===== src/rtl/mpcm_pkg.sv =====
package mpcm_pkg;

  typedef enum logic [1:0] {
    PRED_H = 2'd0,
    PRED_V = 2'd1,
    PRED_D = 2'd2
  } pred_e;

  function automatic int half_step(input int l);
    return (l > 0) ? (1 << (l - 1)) : 0;
  endfunction

endpackage


===== src/rtl/mpcm_pcm_recon.sv =====
module mpcm_pcm_recon #(
  parameter int PIX_W = 8,
  parameter int L0    = 1,
  localparam int PW   = PIX_W - L0
) (
  input  logic [PW-1:0]    cw_i,
  output logic [PIX_W-1:0] pix_o
);
  localparam int HALF = mpcm_pkg::half_step(L0);

  assign pix_o = (PIX_W'(cw_i) << L0) | PIX_W'(HALF);
endmodule


===== src/rtl/mpcm_side_info.sv =====
module mpcm_side_info
  import mpcm_pkg::*;
#(
  parameter int    PIX_W = 8,
  parameter pred_e KIND  = PRED_H
) (
  input  logic [PIX_W-1:0] tl_i,
  input  logic [PIX_W-1:0] tr_i,
  input  logic [PIX_W-1:0] bl_i,
  input  logic [PIX_W-1:0] br_i,
  output logic [PIX_W-1:0] y_o
);
  logic [PIX_W:0]   sum_h, sum_v;
  logic [PIX_W+1:0] sum_d;

  always_comb begin
    sum_h = (PIX_W+1)'(tl_i) + (PIX_W+1)'(tr_i) + (PIX_W+1)'(1);
    sum_v = (PIX_W+1)'(tl_i) + (PIX_W+1)'(bl_i) + (PIX_W+1)'(1);
    sum_d = (PIX_W+2)'(tl_i) + (PIX_W+2)'(tr_i) + (PIX_W+2)'(bl_i)
          + (PIX_W+2)'(br_i) + (PIX_W+2)'(2);
    unique case (KIND)
      PRED_H:  y_o = sum_h[PIX_W:1];
      PRED_V:  y_o = sum_v[PIX_W:1];
      default: y_o = sum_d[PIX_W+1:2];
    endcase
  end
endmodule


===== src/rtl/mpcm_interval_pick.sv =====
module mpcm_interval_pick #(
  parameter int PIX_W = 8,
  parameter int L1    = 2,
  parameter int M     = 1,
  localparam int MW   = PIX_W - L1 - M
) (
  input  logic [MW-1:0]    cw_i,
  input  logic [PIX_W-1:0] y_i,
  output logic [PIX_W-1:0] lo_o
);
  localparam int NC   = 1 << M;
  localparam int HALF = mpcm_pkg::half_step(L1);

  logic [PIX_W-1:0] cand_lo [NC];
  logic [PIX_W-1:0] cand_d  [NC];

  for (genvar k = 0; k < NC; k++) begin : g_cand
    logic [PIX_W-1:0] mid;
    assign cand_lo[k] = (PIX_W'(k) << (PIX_W - M)) | (PIX_W'(cw_i) << L1);
    assign mid        = cand_lo[k] + PIX_W'(HALF);
    assign cand_d[k]  = (y_i >= mid) ? (y_i - mid) : (mid - y_i);
  end

  // strict compare in ascending order keeps the lower candidate on a tie
  logic [PIX_W-1:0] best_d;
  always_comb begin
    lo_o   = cand_lo[0];
    best_d = cand_d[0];
    for (int k = 1; k < NC; k++) begin
      if (cand_d[k] < best_d) begin
        best_d = cand_d[k];
        lo_o   = cand_lo[k];
      end
    end
  end
endmodule


===== src/rtl/mpcm_clamp.sv =====
module mpcm_clamp #(
  parameter int PIX_W = 8,
  parameter int L1    = 2,
  parameter bit MID   = 1'b0
) (
  input  logic [PIX_W-1:0] lo_i,
  input  logic [PIX_W-1:0] y_i,
  output logic [PIX_W-1:0] pix_o
);
  localparam int HALF = mpcm_pkg::half_step(L1);
  localparam int SPAN = (1 << L1) - 1;

  logic [PIX_W-1:0] hi, clamped;

  always_comb begin
    hi = lo_i + PIX_W'(SPAN);
    if (y_i < lo_i)      clamped = lo_i;
    else if (y_i > hi)   clamped = hi;
    else                 clamped = y_i;
    pix_o = MID ? (lo_i + PIX_W'(HALF)) : clamped;
  end
endmodule


===== src/rtl/mpcm_pix_dec.sv =====
module mpcm_pix_dec
  import mpcm_pkg::*;
#(
  parameter int PIX_W = 8,
  parameter int L0    = 1,
  parameter int L1    = 2,
  parameter int M     = 1,
  localparam int PW   = PIX_W - L0,
  localparam int MW   = PIX_W - L1 - M
) (
  input  logic             clk_i,
  input  logic             rst_ni,
  input  logic             valid_i,
  input  logic [PW-1:0]    pcm_tl_i,
  input  logic [PW-1:0]    pcm_tr_i,
  input  logic [PW-1:0]    pcm_bl_i,
  input  logic [PW-1:0]    pcm_br_i,
  input  logic [MW-1:0]    mod_h_i,
  input  logic [MW-1:0]    mod_v_i,
  input  logic [MW-1:0]    mod_d_i,
  output logic             valid_o,
  output logic [PIX_W-1:0] pix_00_o,
  output logic [PIX_W-1:0] pix_01_o,
  output logic [PIX_W-1:0] pix_10_o,
  output logic [PIX_W-1:0] pix_11_o
);
  localparam int  NPCM = 4;
  localparam int  NMOD = 3;
  localparam bit  MID_MODE = (L0 == L1) && (M == 0);

  logic [PW-1:0]    pcm_cw  [NPCM];
  logic [MW-1:0]    mod_cw  [NMOD];

  assign pcm_cw[0] = pcm_tl_i;
  assign pcm_cw[1] = pcm_tr_i;
  assign pcm_cw[2] = pcm_bl_i;
  assign pcm_cw[3] = pcm_br_i;
  assign mod_cw[0] = mod_h_i;
  assign mod_cw[1] = mod_v_i;
  assign mod_cw[2] = mod_d_i;

  // stage 1: PCM midpoint reconstruction
  logic [PIX_W-1:0] pcm_pix [NPCM];
  logic [PIX_W-1:0] s1_pix  [NPCM];
  logic [MW-1:0]    s1_cw   [NMOD];
  logic             s1_vld;

  for (genvar i = 0; i < NPCM; i++) begin : g_recon
    mpcm_pcm_recon #(.PIX_W(PIX_W), .L0(L0)) i_recon (
      .cw_i  (pcm_cw[i]),
      .pix_o (pcm_pix[i])
    );
    always_ff @(posedge clk_i or negedge rst_ni) begin
      if (!rst_ni)      s1_pix[i] <= '0;
      else if (valid_i) s1_pix[i] <= pcm_pix[i];
    end
  end

  for (genvar j = 0; j < NMOD; j++) begin : g_s1_cw
    always_ff @(posedge clk_i or negedge rst_ni) begin
      if (!rst_ni)      s1_cw[j] <= '0;
      else if (valid_i) s1_cw[j] <= mod_cw[j];
    end
  end

  // stage 2: side information and interval decision
  logic [PIX_W-1:0] y_c   [NMOD];
  logic [PIX_W-1:0] lo_c  [NMOD];
  logic [PIX_W-1:0] s2_y  [NMOD];
  logic [PIX_W-1:0] s2_lo [NMOD];
  logic [PIX_W-1:0] s2_p00;
  logic             s2_vld;

  for (genvar j = 0; j < NMOD; j++) begin : g_decide
    mpcm_side_info #(.PIX_W(PIX_W), .KIND(pred_e'(j))) i_side (
      .tl_i (s1_pix[0]),
      .tr_i (s1_pix[1]),
      .bl_i (s1_pix[2]),
      .br_i (s1_pix[3]),
      .y_o  (y_c[j])
    );
    mpcm_interval_pick #(.PIX_W(PIX_W), .L1(L1), .M(M)) i_pick (
      .cw_i (s1_cw[j]),
      .y_i  (y_c[j]),
      .lo_o (lo_c[j])
    );
    always_ff @(posedge clk_i or negedge rst_ni) begin
      if (!rst_ni) begin
        s2_y[j]  <= '0;
        s2_lo[j] <= '0;
      end else if (s1_vld) begin
        s2_y[j]  <= y_c[j];
        s2_lo[j] <= lo_c[j];
      end
    end
  end

  // stage 3: clamp into the chosen interval
  logic [PIX_W-1:0] rec_c  [NMOD];
  logic [PIX_W-1:0] s3_pix [NMOD];
  logic [PIX_W-1:0] s3_p00;
  logic             s3_vld;

  for (genvar j = 0; j < NMOD; j++) begin : g_clamp
    mpcm_clamp #(.PIX_W(PIX_W), .L1(L1), .MID(MID_MODE)) i_clamp (
      .lo_i  (s2_lo[j]),
      .y_i   (s2_y[j]),
      .pix_o (rec_c[j])
    );
    always_ff @(posedge clk_i or negedge rst_ni) begin
      if (!rst_ni)     s3_pix[j] <= '0;
      else if (s2_vld) s3_pix[j] <= rec_c[j];
    end
  end

  always_ff @(posedge clk_i or negedge rst_ni) begin
    if (!rst_ni) begin
      s1_vld <= 1'b0;
      s2_vld <= 1'b0;
      s3_vld <= 1'b0;
      s2_p00 <= '0;
      s3_p00 <= '0;
    end else begin
      s1_vld <= valid_i;
      s2_vld <= s1_vld;
      s3_vld <= s2_vld;
      if (s1_vld) s2_p00 <= s1_pix[0];
      if (s2_vld) s3_p00 <= s2_p00;
    end
  end

  assign valid_o  = s3_vld;
  assign pix_00_o = s3_p00;
  assign pix_01_o = s3_pix[0];
  assign pix_10_o = s3_pix[1];
  assign pix_11_o = s3_pix[2];
endmodule


===== config.mk =====
export PLATFORM = sky130hd
export DESIGN_NAME = mpcm_pix_dec
export DESIGN_NICKNAME = d
export VERILOG_FILES = /design/src/rtl/mpcm_pkg.sv /design/src/rtl/mpcm_pcm_recon.sv /design/src/rtl/mpcm_side_info.sv /design/src/rtl/mpcm_interval_pick.sv /design/src/rtl/mpcm_clamp.sv /design/src/rtl/mpcm_pix_dec.sv
export SDC_FILE = /design/constraint.sdc
export NUM_CORES = 1
export LEC_CHECK = 0
export BUFFER_PORTS_ARGS = -buffer_cell sky130_fd_sc_hd__buf_2
export CELL_PAD_IN_SITES_DETAIL_PLACEMENT = 2
export CELL_PAD_IN_SITES_GLOBAL_PLACEMENT = 2
export CORE_UTILIZATION = 41
export DETAILED_ROUTE_END_ITERATION = 7
export GPL_ROUTABILITY_DRIVEN = 0
export MAX_ROUTING_LAYER = met4
export PLACE_DENSITY = 0.81
export SYNTH_ARGS = -nofsm -noshare
export SYNTH_HDL_FRONTEND = slang
export SYNTH_HIERARCHICAL = 1
export SYNTH_SLANG_ARGS = --single-unit

===== constraint.sdc =====
create_clock -name clk_i -period 6.1 [get_ports clk_i]
set_clock_uncertainty 0.05 [all_clocks]
set_input_delay 0.915 -clock clk_i [delete_from_list [all_inputs] [get_ports clk_i]]
set_output_delay 0.915 -clock clk_i [all_outputs]
set_load 0.02 [all_outputs]

==> results.sh <==
export IMPL_cts_resized=0
export IMPL_clock_sinks=138
export IMPL_coreArea_um2=29010
export IMPL_syn_instance_count=1173
export IMPL_avgSynthCellArea_um2=10.41
export IMPL_cp_max_fo=8
export IMPL_hold_viol_final=0
export IMPL_syn_area_um2=12210
export IMPL_synth_edff_count=0
export IMPL_worstSetupEndpointType="flop"
export IMPL_ctsHoldBuffers=0
export IMPL_max_slew_margin_pct=21.74
export IMPL_clk_latency_ns=0.46
export IMPL_utilization_pct=45.11
export IMPL_ctsLongestPathBuffers=2
export IMPL_synth_warnings=6
export IMPL_layout_commonest_cell="dfrtp_1"
export IMPL_wl_per_cell_um=23.21
export IMPL_period_minus_slack_ns=5.917
export IMPL_dieWidth_um=174.6
export IMPL_start_util_pct=42.09
export IMPL_tightest_slew_ns=1.162
export IMPL_cp_start_kind="flop"
export IMPL_numPortBuffers=78
export IMPL_viasPerCell=5.692
export IMPL_fill_cells=3042
export IMPL_critPathArrivalTime_ns=6.26
export IMPL_mostFrequentLayoutCells="dfrtp_1 (136), inv_1 (130), ha_1 (127)"
export IMPL_yosysSeqAreaShare_pct=28.28
export IMPL_min_path_type="flop to flop"
export IMPL_first_global_vias=10380
export IMPL_cts_clk_slew_worst_paths_ns=0.07
export IMPL_grt_usage_pct=25.94
export IMPL_grt_antenna_before_repair=0
export IMPL_synth_cell_types=70
export IMPL_fin_nets=1390
export IMPL_ys_ff_latch=138
export IMPL_fin_crit_sh_pct=97.00
export IMPL_grt_first_pass_wirelength_um=59480
export IMPL_synth_ff_type="dfrtp_1"
export IMPL_first_iter_violations=453
export IMPL_status="completed"
export IMPL_cts_setup_buffers=0
export IMPL_crit_required_ns=6.44
export IMPL_grt_max_degree=94
export IMPL_fp_dieArea_um2=30480
export IMPL_cap_violations=0
export IMPL_ant_nets=0
export IMPL_critical_path_class="flop to flop"
export IMPL_diodes=0
export IMPL_syn_to_final_growth_pct=7.162
export IMPL_fmax_mhz=169.0
export IMPL_wirelength_um=36900
export IMPL_cts_root_buffer="clkbuf_16"
export IMPL_num_rows=62
export IMPL_die_h_um=174.6
export IMPL_async_flop_share_pct=100.0
export IMPL_drc_errors=0
export IMPL_io_pin_count=79
export IMPL_vias=9050
export IMPL_htreeDepth=4
export IMPL_cts_buffers=17
export IMPL_drtPass1Iterations=4
export IMPL_setup_viol=0
export IMPL_cts_tree="done"
export IMPL_hpwl_um=26820
export IMPL_maxSlewViolCount=0
export IMPL_drive_above_1_share_pct=26.37
export IMPL_grt_overflow_total=0
[Yosys cell counts (5+ instances only)]
master	n	area [um^2]
a2111oi_0	6	52.55
a211o_1	6	52.55
a211oi_1	7	52.55
a211oi_2	5	62.56
a21o_1	28	210.2
a21oi_1	56	280.3
a21oi_2	10	87.58
a22oi_1	15	112.6
and3_1	6	37.54
buf_2	15	75.07
buf_4	53	397.9
buf_6	16	180.2
conb_1	7	26.28
dfrtp_1	138	3453
fa_1	20	400.4
ha_1	131	1639
inv_1	130	488.0
mux2_2	75	844.6
mux2_4	70	1051
mux2i_1	40	400.4
nand2_1	34	127.6
nand2b_1	13	81.33
nand3_1	15	75.07
nand4_1	7	43.79
nor2_1	38	142.6
nor2b_1	17	106.4
nor3_1	16	80.08
o211ai_1	12	90.09
o21a_1	6	45.04
o21ai_0	39	195.2
o41ai_1	5	43.79
xnor2_1	42	367.9
xor2_1	14	122.6
[through the flow]
step | hold slack [ns] | instances | setup slack, ns | TNS (ns) | cell area (um^2)
floorplan | 0.2987 | 1176 | 0.8130 | 0 | 12220
global placement | 0.4168 | 1558 | 0.4663 | 0 | 12490
detailed placement | 0.4274 | 1558 | 0.2260 | 0 | 12490
CTS | 0.4438 | 1590 | 0.08065 | 0 | 13040
global route | 0.4636 | 1590 | -0.06231 | -0.06231 | 13090
finish | 0.4358 | 1590 | 0.1829 | 0 | 13090
[sequential cells by signal, indices dropped and copies added, names as in the netlist, 8 cells and up]
signal    flops
s2_p00        8
pix_11_o      8
pix_01_o      8
pix_10_o      8
s1_cw        15
s1_pix       32
s2_y         24
s2_lo        24
pix_00_o      8
[cell families after synthesis]
family,Yosys count,share of synthesized area (%)
AOI/OAI and AO/OA,245,14.72
buffers and inverters,217,9.436
muxes,187,18.99
and+or+nand+nor,172,7.644
adders and majority gates,151,16.70
DFF,138,28.28
xor gates and xnor gates,56,4.016
other,7,0.2152
[routing by layer]
| layer | vias up | track usage (%) | share of wire [%] |
|---|---|---|---|
| met3 | 47 | 3.242 | 2.4 |
| met4 | 0 | 7.681 | 1.9 |
| met1 | 4715 | 31.87 | 45 |
| met5 | - | - | 0 |
| li1 | 4141 | - | - |
| met2 | 147 | 44.49 | 51 |
[worst max-delay path: stages, from the launching register on]
cell and delay (ns):
dfrtp_1 0.47, inv_1 0.10, fa_1 0.51, fa_1 0.54, inv_1 0.05, ha_1 0.36, nor2_1 0.08, a211oi_2 0.34
a31oi_1 0.24, xnor2_2 0.25, ha_2 0.51, nand3_2 0.18, a21oi_1 0.36, o21ai_4 0.15, mux2i_1 0.22, xnor2_1 0.16
ha_1 0.28, a2111oi_1 0.42, nand3_1 0.15, a221oi_2 0.25, mux2_2 0.18
[path summary, 6_finish.rpt]
path,from,to,slack (ns),cells past startpoint
min in group asynchronous,rst_ni,s1_cw[10],0.50,1
max,s1_pix[27],s2_lo[7],0.18,20
min,pix_10_o[1],pix_10_o[1],0.44,1
max reg2reg,s1_pix[27],s2_lo[7],0.18,20
min reg2reg,pix_10_o[1],pix_10_o[1],0.44,1
max in group asynchronous,rst_ni,s1_pix[20],4.23,2
[area by class of cell]
type | count | area (um^2) | area share (%)
clock buffers | 17 | 425.4 | 3.251
clock inverters | 15 | 127.6 | 0.9752
well taps | 384 | 480.5 | 3.671
flip-flops and latches | 138 | 3458 | 26.43
repair buffers | 84 | 441.7 | 3.375
multi-input cells | 821 | 7661 | 58.54
inverters | 131 | 491.7 | 3.758
Power is left out: the tool's default activity adds up to more than one toggle a clock period on the data nets, which glitch-free logic cannot reach.
